[src/rtl/qcm_pkg.sv]
package qcm_pkg;

  typedef enum logic [2:0] {
    CYC_READ   = 3'd0,
    CYC_WRITE  = 3'd1,
    CYC_CBR    = 3'd2,
    CYC_RONLY  = 3'd3,
    CYC_HIDDEN = 3'd4,
    CYC_WCBR   = 3'd5
  } cyc_kind_e;

  localparam int SUBS = 4;

  // one-hot lane mask for the sub-block picked by the low column bits
  function automatic logic [SUBS-1:0] sub_onehot(input logic [1:0] sel);
    return SUBS'(1) << sel;
  endfunction

  // 1 when all stored copies carry the same value
  function automatic logic copies_agree(input logic [SUBS-1:0] c);
    return (c == '0) || (c == '1);
  endfunction

  // write mask: all four copies in test mode, the selected one otherwise
  function automatic logic [SUBS-1:0] write_mask(input logic tm, input logic [1:0] sel);
    return tm ? '1 : sub_onehot(sel);
  endfunction

endpackage

[src/rtl/qcm_decode.sv]
module qcm_decode
  import qcm_pkg::*;
#(
  parameter int ROW_W      = 12,
  parameter int ENTRY_BITS = 12
) (
  input  logic             cyc_valid,
  input  logic [2:0]       cyc_type,
  input  logic [ROW_W-1:0] row_addr,
  output logic             rd_evt,
  output logic             wr_evt,
  output logic             entry_evt,
  output logic             exit_evt
);

  logic row_all_high;
  assign row_all_high = &row_addr[ENTRY_BITS-1:0];

  always_comb begin
    rd_evt    = 1'b0;
    wr_evt    = 1'b0;
    entry_evt = 1'b0;
    exit_evt  = 1'b0;
    if (cyc_valid) begin
      case (cyc_type)
        CYC_READ:   rd_evt    = 1'b1;
        CYC_WRITE:  wr_evt    = 1'b1;
        CYC_CBR,
        CYC_RONLY,
        CYC_HIDDEN: exit_evt  = 1'b1;
        CYC_WCBR:   entry_evt = row_all_high;
        default:    ;
      endcase
    end
  end

endmodule

[src/rtl/qcm_mode.sv]
module qcm_mode (
  input  logic clk,
  input  logic rst_n,
  input  logic entry_evt,
  input  logic exit_evt,
  output logic test_mode
);

  always_ff @(posedge clk) begin
    if (!rst_n)         test_mode <= 1'b0;
    else if (exit_evt)  test_mode <= 1'b0;
    else if (entry_evt) test_mode <= 1'b1;
  end

endmodule

[src/rtl/qcm_lane.sv]
module qcm_lane
  import qcm_pkg::*;
#(
  parameter int WORD_W = 4,
  localparam int WORDS = 1 << WORD_W
) (
  input  logic              clk,
  input  logic              rst_n,
  input  logic              wr_evt,
  input  logic              rd_evt,
  input  logic              test_mode,
  input  logic [WORD_W-1:0] word,
  input  logic [1:0]        sub_sel,
  input  logic              wbit,
  output logic              rbit
);

  logic [SUBS-1:0] store [WORDS];
  logic [SUBS-1:0] wmask;
  logic [SUBS-1:0] copies;
  logic            rbit_next;

  assign wmask     = write_mask(test_mode, sub_sel);
  assign copies    = store[word];
  assign rbit_next = test_mode ? copies_agree(copies) : copies[sub_sel];

  always_ff @(posedge clk) begin
    if (!rst_n) begin
      for (int i = 0; i < WORDS; i++) store[i] <= '0;
    end else if (wr_evt) begin
      for (int b = 0; b < SUBS; b++)
        if (wmask[b]) store[word][b] <= wbit;
    end
  end

  always_ff @(posedge clk) begin
    if (!rst_n)      rbit <= 1'b0;
    else if (rd_evt) rbit <= rbit_next;
  end

endmodule

[src/rtl/quad_cmp_mem.sv]
module quad_cmp_mem
  import qcm_pkg::*;
#(
  parameter int DATA_W     = 4,
  parameter int ROW_W      = 12,
  parameter int COL_W      = 4,
  parameter int ROW_USED   = 2,
  parameter int ENTRY_BITS = 12
) (
  input  logic              clk,
  input  logic              rst_n,
  input  logic              cyc_valid,
  input  logic [2:0]        cyc_type,
  input  logic [ROW_W-1:0]  row_addr,
  input  logic [COL_W-1:0]  col_addr,
  input  logic [DATA_W-1:0] wdata,
  output logic [DATA_W-1:0] rdata,
  output logic              rd_valid,
  output logic              test_mode
);

  localparam int WORD_W = ROW_USED + COL_W - 2;

  logic              rd_evt;
  logic              wr_evt;
  logic              entry_evt;
  logic              exit_evt;
  logic [WORD_W-1:0] word;
  logic [1:0]        sub_sel;

  assign word    = {row_addr[ROW_USED-1:0], col_addr[COL_W-1:2]};
  assign sub_sel = col_addr[1:0];

  qcm_decode #(.ROW_W(ROW_W), .ENTRY_BITS(ENTRY_BITS)) u_decode (
    .cyc_valid (cyc_valid),
    .cyc_type  (cyc_type),
    .row_addr  (row_addr),
    .rd_evt    (rd_evt),
    .wr_evt    (wr_evt),
    .entry_evt (entry_evt),
    .exit_evt  (exit_evt)
  );

  qcm_mode u_mode (
    .clk       (clk),
    .rst_n     (rst_n),
    .entry_evt (entry_evt),
    .exit_evt  (exit_evt),
    .test_mode (test_mode)
  );

  for (genvar g = 0; g < DATA_W; g++) begin : g_lane
    qcm_lane #(.WORD_W(WORD_W)) u_lane (
      .clk       (clk),
      .rst_n     (rst_n),
      .wr_evt    (wr_evt),
      .rd_evt    (rd_evt),
      .test_mode (test_mode),
      .word      (word),
      .sub_sel   (sub_sel),
      .wbit      (wdata[g]),
      .rbit      (rdata[g])
    );
  end

  always_ff @(posedge clk) begin
    if (!rst_n) rd_valid <= 1'b0;
    else        rd_valid <= rd_evt;
  end

endmodule

[config.mk]
export PLATFORM = sky130hd
export DESIGN_NAME = quad_cmp_mem
export DESIGN_NICKNAME = d
export VERILOG_FILES = /design/src/rtl/qcm_pkg.sv /design/src/rtl/qcm_decode.sv /design/src/rtl/qcm_mode.sv /design/src/rtl/qcm_lane.sv /design/src/rtl/quad_cmp_mem.sv
export SDC_FILE = /design/constraint.sdc
export NUM_CORES = 1
export LEC_CHECK = 0
export BUFFER_PORTS_ARGS = -buffer_cell sky130_fd_sc_hd__buf_2
export CAP_MARGIN = 10
export CORE_ASPECT_RATIO = 0.5
export CORE_MARGIN = 3
export CORE_UTILIZATION = 35
export CTS_CLUSTER_SIZE = 12
export DETAILED_ROUTE_END_ITERATION = 10
export SYNTH_ARGS = -nofsm -noshare
export SYNTH_HDL_FRONTEND = slang
export SYNTH_SLANG_ARGS = --single-unit
[constraint.sdc]
create_clock -name clk -period 4.1 [get_ports clk]
set_input_delay 0.205 -clock clk [delete_from_list [all_inputs] [get_ports clk]]
set_output_delay 0.205 -clock clk [all_outputs]
set_load 0.01 [all_outputs]
==> results <==
- The total number of yosys warnings is 0.
- The initial antenna violation count was 2.
- The worst setup path is captured at a flop.
- The sequential-to-total area share from yosys stat is between 60% and 70%.
- Counting flops with an async set or reset pin after synthesis yields a share of 0%.
- The kind of start point of the critical path is an input port.
- The standby leakage power is 5.76 nW.
- The depth of the worst register-to-register path is 6.
- Registers are responsible for 53.6% of the overall power.
- After detailed routing, the number of remaining DRC violations is 0.
- The count of distinct cell types in the synthesized netlist is 48.
- The number of global-route vias before repair is 7927.
- The half-perimeter wire length after placement is 20400 um.
- The number of flip-flops and latches in the synthesized netlist is about 260.
- The initial standard-cell utilization of the core is 36.4%.
- TritonCTS built the clock tree.
- The count of routing violations after the opening detailed-route iteration is 955.
- Buffers added to address setup during post-CTS repair amount to 0.
- The maximum operating frequency is 378 MHz.
- In this run the number of H-tree levels came out at 1.
- The area growth from synthesis to layout is 9.71%.
- The critical path is of the input port to flop type.
- Routability-driven placement finished with a final weighted congestion of 0.936.
- The maximum clock insertion buffer count is 3.
- The clock latency on the worst-skew pair is 0.55 ns.
- The quantity of gates resized following cts is 0.
- Traced cell by cell, the critical path runs through buf_2 > nor2b_1 > a221oi_1 > o21ai_0 > nand3_1 > o2bb2a_1 > a211oi_1.
- Once detail routing completed, the nets flagged for antenna violations numbered 0.
- Entering global routing, the biggest net connects 81 pins.
- Summed over all nets, the switching power comes to 0.00137 W.
- Tracing the worst setup path back leads to its startpoint at col_addr[3].
- The peak per-stage delay on the critical path is 0.83 ns.
- The path class of the lowest-slack min-delay path is input port to flop.
- The flow ran to the end, and the final reports show no timing, DRC or antenna violations.
- The worst-case register-to-register setup slack is around 1.7 ns.
- After synthesis, the mean cell area works out to 12.6 um2.
- The net switching share of the total power is 23.5%.
- Using the TritonRoute via totals, the vias-per-cell ratio works out to 5.62.
- The worst-margin pin slew is approximately 1.2 ns.
- The clock drives 262 sinks.
- The power share of the combinational group is ~8.4%.
- The capture point of the worst path is g_lane[3].u_lane.rbit.
- The share of the cycle needed by the critical path after routing is 64.6%.
- Summed over its instances, the top area cell type makes up about three fifths of the synthesized netlist area.
- The slowest stage of the critical path belongs to the cell nor2b_1.
- The sum of negative setup slack is 0 ns.
- The worst reg2reg path endpoint is g_lane[1].u_lane.rbit.
- The floorplan die width is 277 um.
- Summed over all layers, the global routing overflow is 0.
- Setup repair after global routing left no endpoint under its margin.
- The number of pins with negative max-slew slack in the final report came to 0.
- The row count is 48.
- The startpoint identified for the worst register-to-register timing path is g_lane[1].u_lane.store[9][3].
- The clock network power share is roughly 38%.
- The first detailed-routing pass took 5 iterations.
- The power per cell area is 411 nW/um2.
- The core area is 35400 um2.
- After layout, the design draws a total of 0.00581 W.
- For this design the top-level I/O count stands at 32.
- After synthesis, the cell types taking the most area are edfxtp_1 (60%), and3_1 (12%), mux4_2 (8.9%), nand2_1 (4.3%), clkbuf_1 (3.0%).
- The post-route netlist has 16.0% of its cells at a drive strength greater than 1.
- Across the run, the number of max-cap violations was 0.
- Along the worst path, the maximum fanout reaches 43.
- The routed layout has slightly above 8000 vias.
- The worst setup slack after layout is 1.45 ns.
- The worst path arrival time is 3.11 ns.
- The count of nets after finishing is 1011.
- The first global-routing pass estimated 50000 um of wire.
- Summed over all instances, the cell type with the most area after synthesis is edfxtp_1.
- The overall die area is between 30000 and 40000 um2.
- The clock-pin transition on the worst setup and hold timing paths is 0.06 ns.
- The number of nets produced by synthesis is 1046.
- The internal power of the cells totals 0.00444 W.
- The number of buffers inserted during clock tree synthesis is 27.
- Synthesis produced a netlist whose cell count is 1020.
- Buffers inserted to repair hold after CTS numbered 0.
- Between clock sinks in the finished design, the worst skew comes to 0.0153 ns.
- The number of enable flip-flop cells after synthesis is around 260.
- The most used flip-flop cell after synthesis is edfxtp_1.
- The worst setup slack before clock tree synthesis is 0.937 ns.
- Setup violations remaining at the end of the flow were counted as 0.
- Across the VDD grid, the largest voltage drop is 343 uV.
- For the worst setup path, the data required time is 4.56 ns.
- The clock tree root buffer cell is clkbuf_16.
- Cells fill 40.0% of the core in the end.
- The final count of hold timing violations is 0.
- Headroom to the max-slew limit came out at 21.5%.
- Global routing used between 15 and 20% of the available tracks across all layers.
- The time the worst path needs with I/O delays and setup is 2.65 ns.
- After detailed routing, the total wire length is 32600 um.
- Port buffering added 31 buffers.
- The height of the die is 142 um.
- The summed instance area of the synthesized netlist is 12900 um2.
- Dividing the detail-routed wire length by the instance count gives approximately 22 um.
- The diode insertion count for antenna repair is 0.
## per-stage QoR
stage,area [um2],hold slack [ns],std cells
after floorplan,12900,0.437,1020
after global placement,13400,0.573,1429
after detailed placement,13400,0.579,1429
after CTS,14100,0.0106,1473
after global routing,14100,0.0507,1475
final,14100,0.0232,1475
## cells by family after synthesis
| kind of cell | count (synthesis) | synth area share (%) |
|---|---|---|
| flops | 262 | 60.6 |
| compound gates | 73 | 4.02 |
| buf+inv | 134 | 4.47 |
| simple gates | 463 | 19.1 |
| mux | 88 | 11.8 |
## cell type report
| cell class | instances | area, um2 |
|---|---|---|
| fill | 3284 | 21200 |
| sequential | 262 | 7810 |
| multi-input combinational | 624 | 4530 |
| clock buffer | 38 | 717 |
| tap | 475 | 594 |
| timing repair buffer | 65 | 433 |
| clock inverter | 6 | 33.8 |
| inverter | 5 | 18.8 |
## routing by layer
layer  GRT usage, %  routed length, um  share of wire (%)  up-vias
li1               -                  -                  -     3780
met1           23.5              14400                 44     4142
met2           24.7              14400                 44      317
met3           5.03               3130                9.6       47
met4           3.92                675                2.1        4
met5              0                 28              0.086        -
## cell usage in the layout (no fill, tap or decap), types with 11 or more instances in the layout
cell type / n
a221oi_1: 12
a21oi_1: 14
edfxtp_1: 256
buf_2: 30
mux2i_1: 31
clkbuf_1: 11
and3_1: 257
clkbuf_16: 27
buf_4: 34
nand2_1: 148
nor2_1: 22
mux4_2: 51
## synthesized netlist by cell type, types with 2 or more instances
cell / number
buf_4: 9
o31a_1: 2
nor2b_1: 2
nand3b_1: 2
nand3_1: 6
a22oi_1: 8
o221ai_1: 3
o311ai_0: 3
nor2_1: 26
mux2i_1: 31
and2_1: 3
o21ai_0: 7
a21oi_1: 14
buf_2: 4
nand2b_1: 4
mux2_1: 2
mux2_2: 4
buf_6: 3
dfxtp_1: 6
clkbuf_1: 103
buf_1: 9
o21ai_1: 2
nand4_1: 4
a211oi_1: 3
clkinv_1: 2
or2_2: 2
edfxtp_1: 256
nand2_1: 148
nor3_1: 5
a22o_1: 2
o211ai_1: 5
o22ai_1: 5
mux4_2: 51
a21o_1: 2
a221oi_1: 12
inv_1: 2
and3_1: 257
## power groups by stage
stage               Sequential, W  Clock (W)  Combinational, W
global placement          0.00317          0          0.000469
finish                    0.00311    0.00221          0.000487
global route              0.00312    0.00234          0.000523
CTS                       0.00311    0.00224          0.000481
floorplan                 0.00314          0          0.000325
detailed placement        0.00317          0          0.000479
## critical path, delay by kind of cell
family,cells,cell delay [ns]
AND/OR/NAND/NOR,2,0.96
buffers and inverters,1,0.76
AO/OA/AOI/OAI,4,1.18
## state kept, by name, indices dropped and copies added (netlist names)
name and count:
g_lane.u_lane.store 256, g_lane.u_lane.rbit 4, rd_valid 1, u_mode.test_mode 1
## worst min-delay path by stage
stage                          from                to  depth (start not counted)
after floorplan           cyc_valid  u_mode.test_mode                          2
after CTS                 cyc_valid  u_mode.test_mode                          3
after global routing      cyc_valid  u_mode.test_mode                          3
after detailed placement  cyc_valid  u_mode.test_mode                          3
after global placement    cyc_valid  u_mode.test_mode                          3
final                     cyc_valid  u_mode.test_mode                          3
Power figures use the tool's default switching activity.
